--- src/rtl/sseq_pkg.sv ---
package sseq_pkg;
  localparam int STATE_W = 3;

  typedef enum logic [STATE_W-1:0] {
    ST_IDLE  = 3'b000,
    ST_INC   = 3'b001,
    ST_OFF   = 3'b010,
    ST_WAIT  = 3'b011,
    ST_RUN   = 3'b100,
    ST_PRST  = 3'b101
  } sseq_state_e;

  typedef struct packed {
    logic we;
    logic sel;
    logic ce;
    logic clr;
  } sseq_ctl_t;

  localparam sseq_ctl_t CTL_IDLE = '{we: 1'b0, sel: 1'b0, ce: 1'b0, clr: 1'b1};
endpackage

--- src/rtl/sseq_next.sv ---
module sseq_next
  import sseq_pkg::*;
(
  input  sseq_state_e cur_i,
  input  logic        start_i,
  input  logic        stop_i,
  input  logic        trig_i,
  output sseq_state_e nxt_o
);
  always_comb begin
    nxt_o = cur_i;
    if (stop_i) begin
      nxt_o = ST_IDLE;
    end else begin
      unique case (cur_i)
        ST_IDLE: if (start_i) nxt_o = ST_INC;
        ST_INC:  nxt_o = ST_OFF;
        ST_OFF:  nxt_o = ST_WAIT;
        ST_WAIT: if (trig_i) nxt_o = ST_RUN;
        ST_RUN:  if (trig_i) nxt_o = ST_PRST;
        ST_PRST: nxt_o = ST_RUN;
        default: nxt_o = ST_IDLE;
      endcase
    end
  end
endmodule

--- src/rtl/sseq_decode.sv ---
module sseq_decode
  import sseq_pkg::*;
(
  input  sseq_state_e st_i,
  output sseq_ctl_t   ctl_o
);
  always_comb begin
    ctl_o = CTL_IDLE;
    unique case (st_i)
      ST_INC:  ctl_o = '{we: 1'b1, sel: 1'b0, ce: 1'b0, clr: 1'b1};
      ST_OFF:  ctl_o = '{we: 1'b1, sel: 1'b1, ce: 1'b0, clr: 1'b1};
      ST_RUN:  ctl_o = '{we: 1'b0, sel: 1'b0, ce: 1'b1, clr: 1'b0};
      ST_PRST: ctl_o = '{we: 1'b0, sel: 1'b0, ce: 1'b1, clr: 1'b1};
      default: ctl_o = CTL_IDLE;
    endcase
  end
endmodule

--- src/rtl/sseq_ctl.sv ---
module sseq_ctl
  import sseq_pkg::*;
(
  input  logic               clk,
  input  logic               rst,
  input  logic               start_i,
  input  logic               stop_i,
  input  logic               trig_i,
  output logic               wr_en_o,
  output logic               reg_sel_o,
  output logic               clk_en_o,
  output logic               sync_clr_o,
  output logic [STATE_W-1:0] state_o
);
  sseq_state_e st_q, st_d;
  sseq_ctl_t   ctl_d, ctl_q;

  sseq_next u_next (
    .cur_i  (st_q),
    .start_i(start_i),
    .stop_i (stop_i),
    .trig_i (trig_i),
    .nxt_o  (st_d)
  );

  // Outputs are decoded from the next state and registered alongside it,
  // so they line up with the state code without a combinational path out.
  sseq_decode u_dec (
    .st_i (st_d),
    .ctl_o(ctl_d)
  );

  always_ff @(posedge clk) begin
    if (rst) begin
      st_q  <= ST_IDLE;
      ctl_q <= CTL_IDLE;
    end else begin
      st_q  <= st_d;
      ctl_q <= ctl_d;
    end
  end

  assign state_o    = st_q;
  assign wr_en_o    = ctl_q.we;
  assign reg_sel_o  = ctl_q.sel;
  assign clk_en_o   = ctl_q.ce;
  assign sync_clr_o = ctl_q.clr;
endmodule

--- config.mk ---
export PLATFORM = sky130hd
export DESIGN_NAME = sseq_ctl
export DESIGN_NICKNAME = d
export VERILOG_FILES = /design/src/rtl/sseq_pkg.sv /design/src/rtl/sseq_next.sv /design/src/rtl/sseq_decode.sv /design/src/rtl/sseq_ctl.sv
export SDC_FILE = /design/constraint.sdc
export NUM_CORES = 1
export LEC_CHECK = 0
export BUFFER_PORTS_ARGS = -buffer_cell sky130_fd_sc_hd__buf_2
export CELL_PAD_IN_SITES_DETAIL_PLACEMENT = 0
export CELL_PAD_IN_SITES_GLOBAL_PLACEMENT = 1
export CORE_AREA = 2 2 39 41
export DETAILED_ROUTE_END_ITERATION = 7
export DIE_AREA = 0 0 41 43
export GPL_ROUTABILITY_DRIVEN = 0
export PLACE_DENSITY_LB_ADDON = 0.1
export SETUP_SLACK_MARGIN = 0.1
export SYNTH_ARGS = -nofsm -noshare
export SYNTH_HDL_FRONTEND = slang
export SYNTH_SLANG_ARGS = --single-unit
--- constraint.sdc ---
create_clock -name clk -period 2.2 [get_ports clk]
set_clock_uncertainty 0.05 [all_clocks]
set_input_delay 0.33 -clock clk [delete_from_list [all_inputs] [get_ports clk]]
set_output_delay 0.33 -clock clk [all_outputs]
set_load 0.02 [all_outputs]
==> qor.yml, run 1 <==
outcome:
  status: "finished clean"
timing:
  clock.fmax_ghz: 0.768
  holdWs_ps: 247
  rsz0062_at_grt: "false"
  tns_ps: 0
  drv_slew: 0
  worstMarginPinSlew_ps: 321
  setup_viol: 0
  hold_viol: 0
  min_period_ps: 1300
  min_period_over_period: 0.592
  fin_ws_ps: 898
  slew_headroom: 0.784
flow_run:
  cap_violations: 0
cts:
  cts_tree: "built"
  cts_buffers: 3
  hold_buffers: 0
  cts_setup_buffers: 0
  clkSinkCount: 7
  clock_path_buffers: 2
  cts.reportedPaths.clkPinSlew_ps: 50
  clock_latency_ps: 250
  htree_levels: 1
  post_cts_resized: 0
  clock-root-buffer: "clkbuf_4"
global_route:
  antenna_found_initial: 0
  grt_pass1_wl_um: 828
  grt-ovfl-total: 0
  grt_pass1_vias: 195
  track_usage: 0.0723
  grt_max_degree: 10
cells_and_area:
  design_area_um2: 360
  fin_cells: 59
  diodes: 0
  nets: 49
  layout-drive-gt1-share: 0.326
  utilization: 0.260
  regArea_um2: 140
  syn_to_final_growth_pct: 39.1
  nFillCells: 157
  multi_input_area_um2: 111
power:
  leakage_nw: 0.156
  p_switching_uw: 58.8
  power.internal_uw: 207
  seqPwrFrac: 0.499
  total_power_uw: 265
  combPwrFrac: 0.071
  power.share.clock: 0.430
  peakVddDrop_uv: 326
  power_density_mw_per_mm2: 737
  sw_frac_of_total: 0.221
synthesis:
  yosys-top-cells-area: "dfxtp_1 54%, nor3_1 9.7%, a21oi_1 3.9%"
  synth.distinct_cells: 14
  synth_warnings: 0
  syn_inst: 28
  synthArstFlopShare: 0
  synth_edf_count: 0
  syn_avg_cell_area_um2: 9.25
  synth_commonest_cells: "7 x dfxtp_1, 5 x nor3_1"
  synth.ff_latch_count: 7
  synthMostInstantiatedCell: "dfxtp_1"
  syn_area_um2: 259
  synth_flop_cell: "dfxtp_1"
  synth_top_area_frac: 0.541
  synth_fp_nets: 33
  synth_top_area_cell: "dfxtp_1"
  ys_seq_area_frac: 0.541
setup_path:
  crit_required_ps: 1820
  cp_max_fo: 9
  cp_slowest_cell: "dfxtp_1"
  criticalPathCategory: "reg -> out"
  critPathLaunchType: "flip-flop"
  crit_arrival_ps: 920
  cp-end-kind: "output pin"
  crit_chain: "buf_2"
  max_stage_delay_ps: 460
  worst-path-buf-inv: 1
  path_delay_family: "flip-flops"
detailed_routing:
  drt-pass1-iter-count: 1
  wl_um: 544
  drtIter0Drc: 0
  final_antenna_net_count: 0
  drc: 0
  vias: 251
  viasPerCell: 4.25
  wl_per_cell_um: 9.22
floorplan:
  die_y_um: 43
  die_x_um: 41
  io_pins: 12
  core_area_mm2: 0.00138
  row_count: 14
  die_area_mm2: 0.00176
  initial_utilization: 0.187
place:
  placed_area_um2: 334
  io_buffers: 11
  pre_cts_slack_ps: 1120
  dp_cells: 55
  dpl.hpwl_um: 433
min_path:
  hold_class: "in -> reg"
==> kinds of logic (layout without fill, tap and decap cells) <==
| logic type | count (synthesis) | count (layout) | share of synthesized area |
|---|---|---|---|
| and+or+nand+nor | 12 | 12 | 0.266 |
| buffers and inverters | 2 | 17 | 0.0290 |
| AOI/OAI and AO/OA | 7 | 7 | 0.164 |
| DFF | 7 | 7 | 0.541 |
==> worst register-to-register path: cells and delay by family, from the launching register on <==
| kind | cells | cell delay (ps) |
|---|---|---|
| AO/OA/AOI/OAI | 1 | 290 |
| flip-flops | 1 | 430 |
| AND/OR/NAND/NOR | 2 | 220 |
==> routing by layer <==
| layer | global-route usage | share of wire | routed length, um | up-vias |
|---|---|---|---|---|
| li1 | - | - | - | 135 |
| met1 | 0.0932 | 0.45 | 244 | 105 |
| met2 | 0.0813 | 0.39 | 211 | 9 |
| met3 | 0.0419 | 0.13 | 70 | 2 |
| met4 | 0.0600 | 0.033 | 18 | 0 |
| met5 | 0 | 0 | 0 | - |
==> power by group through the flow <==
stage               Clock (mW)  Sequential [mW]  Combinational [mW]
floorplan                    0            0.138             0.00594
global placement             0            0.135              0.0196
detailed placement           0            0.135              0.0193
CTS                      0.118            0.132              0.0192
global route             0.122            0.133              0.0210
finish                   0.114            0.132              0.0189
==> layout make-up <==
cell class | instances | share of cell area
clock buffer | 4 | 0.0729
inverter | 2 | 0.0208
multi-input combinational | 19 | 0.309
sequential | 7 | 0.389
tap | 16 | 0.0556
timing repair buffer | 11 | 0.153
==> registers in the layout, indices dropped and copies added, names as in the netlist <==
signal and count:
clk_en_o 1, reg_sel_o 1, state_o 3, sync_clr_o 1
wr_en_o 1
==> layout by cell type (no fill, tap or decap), drive strengths merged <==
| cell type | synthesis | layout |
|---|---|---|
| a21oi | 2 | 2 |
| a31oi | 1 | 1 |
| and2 | 1 | 1 |
| and4b | 1 | 1 |
| buf | 0 | 11 |
| clkbuf | 0 | 4 |
| dfxtp | 7 | 7 |
| inv | 2 | 2 |
| nand2b | 1 | 1 |
| nor2 | 2 | 2 |
| nor3 | 5 | 5 |
| nor3b | 1 | 1 |
| nor4 | 1 | 1 |
| o21a | 1 | 1 |
| o21ai | 2 | 2 |
| o31a | 1 | 1 |
==> final timing paths <==
check | depth (start not counted) | to | startpoint | slack (ps)
worst min-delay path | 2 | wr_en_o$_SDFF_PP0_ | start_i | 250
worst min register to register | 1 | state_o[1]$_SDFF_PP0_ | state_o[0]$_SDFF_PP0_ | 520
worst max-delay path | 1 | state_o[0] | state_o[0]$_SDFF_PP0_ | 900
worst max register to register | 3 | state_o[0]$_SDFF_PP0_ | state_o[1]$_SDFF_PP0_ | 1090
(Power assumes the default switching activity.)
==> run 2: changes to the inputs <==
ABC_AREA = 1   (was default)
clock period = 1.2 ns   (was 2.2 ns; I/O delays follow)
==> run 2 against run 1 <==
Final cell count is 12% higher. Critical path depth rose by 5. Utilization up 2.3 points. Die area unchanged. Largest power group unchanged.
==> qor.yml, run 2 <==
outcome:
  status: "finished clean"
synthesis:
  synthMostInstantiatedCell: "nand2_1"
  synth.ff_latch_count: 7  # unchanged
  synth_flop_cell: "dfxtp_1"
  syn_area_um2: 284  # +9.7%
  syn_avg_cell_area_um2: 8.11  # -12%
  synth.distinct_cells: 10  # -4
  synth_top_area_frac: 0.493  # -0.0477
  yosys-top-cells-area: "dfxtp_1 49%, nand2_1 13%, inv_1 7.9%"
  synth_edf_count: 0  # unchanged
  synth_warnings: 0  # unchanged
  synth_top_area_cell: "dfxtp_1"
  syn_inst: 35  # +25%
  synth_commonest_cells: "10 x nand2_1, 7 x dfxtp_1, 6 x inv_1"
  synthArstFlopShare: 0  # unchanged
  ys_seq_area_frac: 0.493  # -0.0477
  synth_fp_nets: 40  # +21%
place:
  io_buffers: 11  # unchanged
  dpl.hpwl_um: 479  # +11%
  dp_cells: 62  # +13%
detailed_routing:
  wl_per_cell_um: 8.62  # -6.5%
  viasPerCell: 4.09  # -3.8%
  wl_um: 569  # +4.6%
  final_antenna_net_count: 0  # unchanged
  drtIter0Drc: 3  # +3
  dr_wl_met3_um: 34  # -51%
  drt-pass1-iter-count: 2  # +1
  wl_met2_um: 289  # +37%
  routed.top_layer: "met4"
  drc: 0  # unchanged
  route.layer.met1.wl_um: 232  # -4.9%
  vias: 270  # +7.6%
cells_and_area:
  fin_cells: 66  # +12%
  largest_register_ff_count: 3  # unchanged
  nFillCells: 162  # +3.2%
  final_common_cell: "buf_2"
  diodes: 0  # unchanged
  nets: 56  # +14%
  layout-drive-gt1-share: 0.500  # +0.174
  syn_to_final_growth_pct: 37.9
  layout_common_cells: "11 x buf_2, 9 x nand2_1, 6 x inv_1, 4 x nand3_1, 4 x dfxtp_1"
timing:
  hold_viol: 0  # unchanged
  clock.fmax_ghz: 0.970
  drv_slew: 0  # unchanged
  slew_headroom: 0.901  # +0.117
  min_period_over_period: 0.859
  rsz0062_at_grt: "true"
  worstMarginPinSlew_ps: 147  # -174 ps
  tns_ps: 0  # unchanged
  setup_viol: 0  # unchanged
  min_period_ps: 1030
cts:
  clkSinkCount: 7  # unchanged
  cts_setup_buffers: 0  # unchanged
  cts_tree: "built"
  cts.reportedPaths.clkPinSlew_ps: 50  # about the same
  htree_levels: 1  # unchanged
  clock_latency_ps: 250  # about the same
  clock_path_buffers: 2  # unchanged
  cts_buffers: 3  # unchanged
  clock-root-buffer: "clkbuf_4"
floorplan:
  die_area_mm2: 0.00176  # unchanged
  die_x_um: 41  # unchanged
  core_area_mm2: 0.00138  # unchanged
  row_count: 14  # unchanged
  die_y_um: 43  # unchanged
  io_pins: 12  # unchanged
  initial_utilization: 0.205  # +0.0181
setup_path:
  max_stage_delay_ps: 330  # -130 ps
  crit_arrival_ps: 1120  # +200 ps
  cp_max_fo: 5  # -4
  crit_top_cell: "nand2_2"
  cp_slowest_cell: "dfxtp_2"
  criticalPathCategory: "reg -> reg"
  critPathLaunchType: "flip-flop"
  reg2reg_from: "state_o[1]$_SDFF_PP0_"
  r2r_slack_ps: 170  # -920 ps
  crit_chain: "nor2_2 -> nand3_1 -> nand2_2 -> nand2_1 -> nand2_2 -> o21ai_2"
  cp-end-kind: "flip-flop"
  crit_required_ps: 1290  # -530 ps
  reg2reg_depth: 6  # +3
  r2r_end: "wr_en_o$_SDFF_PP0_"
flow_run:
  cap_violations: 0  # unchanged
min_path:
  worstHoldStart: "stop_i"
  holdPathStages: 2  # unchanged
  hold_class: "in -> reg"
  hold_path_end: "state_o[2]$_SDFF_PP0_"
global_route:
  track_usage: 0.0877  # +0.0154
  grt-ovfl-total: 0  # unchanged
  antenna_found_initial: 0  # unchanged
  grt_max_degree: 6  # -4
  grt_pass1_wl_um: 986  # +19%
  grt_pass1_vias: 257  # +32%
power:
  power_density_mw_per_mm2: 1270  # +72%
  peakVddDrop_uv: 503  # +55%
  leakage_nw: 0.207  # +33%
run 2: cell types whose count changed in the layout (fill, tap and decap cells not counted), moves of 3 or more:
cell     previous run  this run
nand3_1             0         4
nand2_2             0         3
dfxtp_2             0         3
dfxtp_1             7         4
nor3_1              5         1
inv_1               2         6
nand2_1             0         9
run 2: cell type report:
| class | count | area (um^2) | share of cell area |
|---|---|---|---|
| Clock buffer | 4 | 26.3 | 0.0671 |
| Inverter | 6 | 22.5 | 0.0575 |
| Multi-Input combinational cell | 22 | 124 | 0.316 |
| Sequential cell | 7 | 144 | 0.367 |
| Tap cell | 16 | 20.0 | 0.0511 |
| Timing Repair Buffer | 11 | 55.1 | 0.141 |
run 2: worst max path at each step:
stage                          start                    end  slack [ps]  depth (start not counted)
6_report       state_o[1]$_SDFF_PP0_     wr_en_o$_SDFF_PP0_         170                          6
5_1_grt        state_o[1]$_SDFF_PP0_     wr_en_o$_SDFF_PP0_          80                          6
4_1_cts        state_o[2]$_SDFF_PP0_             state_o[2]         120                          1
3_5_place_dp   state_o[2]$_SDFF_PP0_     wr_en_o$_SDFF_PP0_         150                          7
3_3_place_gp   state_o[2]$_SDFF_PP0_     wr_en_o$_SDFF_PP0_         150                          7
2_1_floorplan  state_o[1]$_SDFF_PP0_  sync_clr_o$_SDFF_PP1_         110                          5
run 2: kinds of logic (layout without fill, tap and decap cells):
| family | after synthesis | after routing | share of synthesized area |
|---|---|---|---|
| AND/OR/NAND/NOR | 21 | 21 | 0.396 |
| flip-flops | 7 | 7 | 0.493 |
| buffers and inverters | 6 | 21 | 0.0793 |
| AO/OA/AOI/OAI | 1 | 1 | 0.0308 |
run 2: per-layer routing:
metal	global-route usage	vias to the layer above
met4	0.0800	0
met5	0	-
met1	0.114	121
li1	-	141
met2	0.106	6
met3	0.0314	2
run 2: per-stage QoR:
stage	power, mW	util	area [um^2]	setup slack, ps	hold slack [ps]
final	0.496	0.283	392	169	106
after floorplan	0.272	-	284	110	202
after global placement	0.292	0.259	359	147	377
after detailed placement	0.293	0.259	359	146	375
after CTS	0.504	0.278	385	117	111
after global routing	0.527	0.283	392	78.8	119
run 2: what timing repair did:
action,4_1_cts,5_1_grt
setup endpoints to repair,0,5
hold buffers,0,0
gates resized for setup,0,4
run 2: power by group:
group	internal, mW	total (mW)	switching (mW)	leakage, nW
combinational	0.0166	0.0462	0.0296	0.134
sequential	0.239	0.242	0.00339	0.0582
clock	0.126	0.207	0.0809	0.0150
total	0.382	0.496	0.114	0.207
run 2: worst max-delay path, delay by kind of cell (launching register included):
| kind | cells | cell delay [ps] |
|---|---|---|
| AOI/OAI and AO/OA | 1 | 50 |
| DFF | 1 | 330 |
| and+or+nand+nor | 5 | 490 |
==> run 3: changes to the inputs <==
--- a/config.mk
+++ b/config.mk
@@ -14,4 +14,5 @@
 export DIE_AREA = 0 0 41 43
 export GPL_ROUTABILITY_DRIVEN = 0
+export GPL_TIMING_DRIVEN = 0
 export PLACE_DENSITY_LB_ADDON = 0.1
 export SETUP_SLACK_MARGIN = 0.1
--- a/constraint.sdc
+++ b/constraint.sdc
@@ -3,3 +3,3 @@
 set_input_delay 0.18 -clock clk [delete_from_list [all_inputs] [get_ports clk]]
 set_output_delay 0.18 -clock clk [all_outputs]
-set_load 0.02 [all_outputs]
+set_load 0.1 [all_outputs]
==> run 3 against run 2 <==
Routed wire length increased by 20%. Register-to-register slack about the same. First-iteration DRC count decreased by 100%. Via count increased by 1.1%. Critical path type is now reg -> out. Non-clock buffer count unchanged.
==> qor.yml, run 3 (synthesis gave the netlist of run 2 again) <==
cts:
  cts_setup_buffers: 0  # unchanged
  clkSinkCount: 7  # unchanged
  clock-root-buffer: "clkbuf_4"
  cts_tree: "built"
  hold_buffers: 0  # unchanged
  htree_levels: 1  # unchanged
  cts_buffers: 3  # unchanged
  clock_latency_ps: 260  # about the same
  cts.reportedPaths.clkPinSlew_ps: 50  # about the same
  clock_path_buffers: 2  # unchanged
floorplan:
  core_area_mm2: 0.00138  # unchanged
  die_area_mm2: 0.00176  # unchanged
  initial_utilization: 0.205  # unchanged
  die_y_um: 43  # unchanged
  die_x_um: 41  # unchanged
  io_pins: 12  # unchanged
  row_count: 14  # unchanged
flow_run:
  cap_violations: 0  # unchanged
global_route:
  grt-ovfl-total: 0  # unchanged
  track_usage: 0.0956  # +0.00787
  use_met1: 0.0971  # -0.0169
  grt_use_met2: 0.128  # +0.0219
  grt_pass1_vias: 269  # +4.7%
  grt_most_used_layer: "met2"
  grt_pass1_wl_um: 1030  # +4.3%
  antenna_found_initial: 0  # unchanged
  grt_max_degree: 6  # unchanged
  use_met3: 0.0314  # unchanged
detailed_routing:
  final_antenna_net_count: 0  # unchanged
  vias: 273  # +1.1%
  viasPerCell: 4.14  # +1.1%
  drtIter0Drc: 0  # -3
  drt-pass1-iter-count: 1  # -1
  wl_per_cell_um: 10.3  # +20%
  drc: 0  # unchanged
  wl_um: 683  # +20%
power:
  total_power_uw: 548  # +10%
  peakVddDrop_uv: 507  # +0.74%
  power_density_mw_per_mm2: 1150  # -9.2%
  leakage_nw: 0.224  # +7.9%
place:
  dp_cells: 62  # unchanged
  io_buffers: 11  # unchanged
  pre_cts_slack_ps: 145  # -1.47 ps
  dpl.hpwl_um: 503  # +4.9%
setup_path:
  cp_slowest_cell: "dfxtp_2"
  path_delay_family: "flip-flops"
  critPathLaunchType: "flip-flop"
  cp-end-kind: "output pin"
  max_stage_delay_ps: 310  # -20 ps
  crit_required_ps: 970  # -320 ps
  crit_arrival_ps: 840  # -280 ps
  criticalPathCategory: "reg -> out"
  worst-path-buf-inv: 1  # +1
  cp_max_fo: 1  # -4
  crit_chain: "buf_4"
  r2r_slack_ps: 160  # about the same
timing:
  clock.fmax_ghz: 0.936  # -3.5%
  drv_slew: 0  # unchanged
  min_period_over_period: 0.890  # +0.0310
  setup_viol: 0  # unchanged
  slew_headroom: 0.816  # -0.0856
  min_period_ps: 1070  # +37.2 ps
  rsz0062_at_grt: "true"
  worstMarginPinSlew_ps: 279  # +131 ps
  tns_ps: 0  # unchanged
  holdWs_ps: 92.5  # -13.3 ps
  hold_viol: 0  # unchanged
  fin_ws_ps: 132  # -37.2 ps
cells_and_area:
  layout-drive-gt1-share: 0.660  # +0.160
  layout_common_cells: "7 x nand2_1, 6 x inv_1, 5 x nand2_2, 4 x buf_2"
  multi_input_area_um2: 149  # +20%
  nets: 56  # unchanged
  fin_cells: 66  # unchanged
  nFillCells: 147  # -9.3%
  largest_register_ff_count: 3  # unchanged
  final_common_cell: "nand2_1"
  regArea_um2: 155  # +7.8%
  diodes: 0  # unchanged
  syn_to_final_growth_pct: 67.8
outcome:
  status: "finished clean"
min_path:
  hold_class: "in -> reg"
## run 3: cell counts in the layout (fill, tap and decap cells not counted)
Identical to the previous run, type by type.
## run 3: through the flow
| step | cell area (um^2) | util |
|---|---|---|
| after global routing | 477 | 0.344 |
| after detailed placement | 379 | 0.274 |
| after global placement | 379 | 0.274 |
| after floorplan | 304 | - |
| after CTS | 430 | 0.311 |
| final | 477 | 0.344 |
## run 3: metal layers
metal / vias to the layer above / share of wire / routed length (um)
met5: - / 0 / 0
met4: 0 / 0.053 / 36
met3: 5 / 0.056 / 38
met2: 6 / 0.51 / 347
met1: 119 / 0.38 / 260
li1: 143 / - / -
## run 3: area by class of cell
class                           count  area share
Tap cell                           16      0.0420
Sequential cell                     7       0.325
Multi-Input combinational cell     22       0.312
Timing Repair Buffer               11       0.218
Clock buffer                        4      0.0551
Inverter                            6      0.0472
## run 3: where the power goes
group          internal (mW)  switching (mW)
clock                  0.127          0.0888
combinational         0.0258          0.0667
sequential             0.234         0.00596
## run 3: final timing paths
kind | startpoint | to | depth (start not counted)
worst max-delay path | reg_sel_o$_SDFF_PP0_ | reg_sel_o | 1
worst min-delay path | stop_i | state_o[2]$_SDFF_PP0_ | 2
worst max register to register | state_o[1]$_SDFF_PP0_ | wr_en_o$_SDFF_PP0_ | 7
worst min register to register | state_o[2]$_SDFF_PP0_ | state_o[2]$_SDFF_PP0_ | 3
## run 3: repair_timing
action | 4_1_cts | 5_1_grt
endpoints found under the setup margin | 7 | 5
pin swaps | 0 | 1
resized for setup | 9 | 12
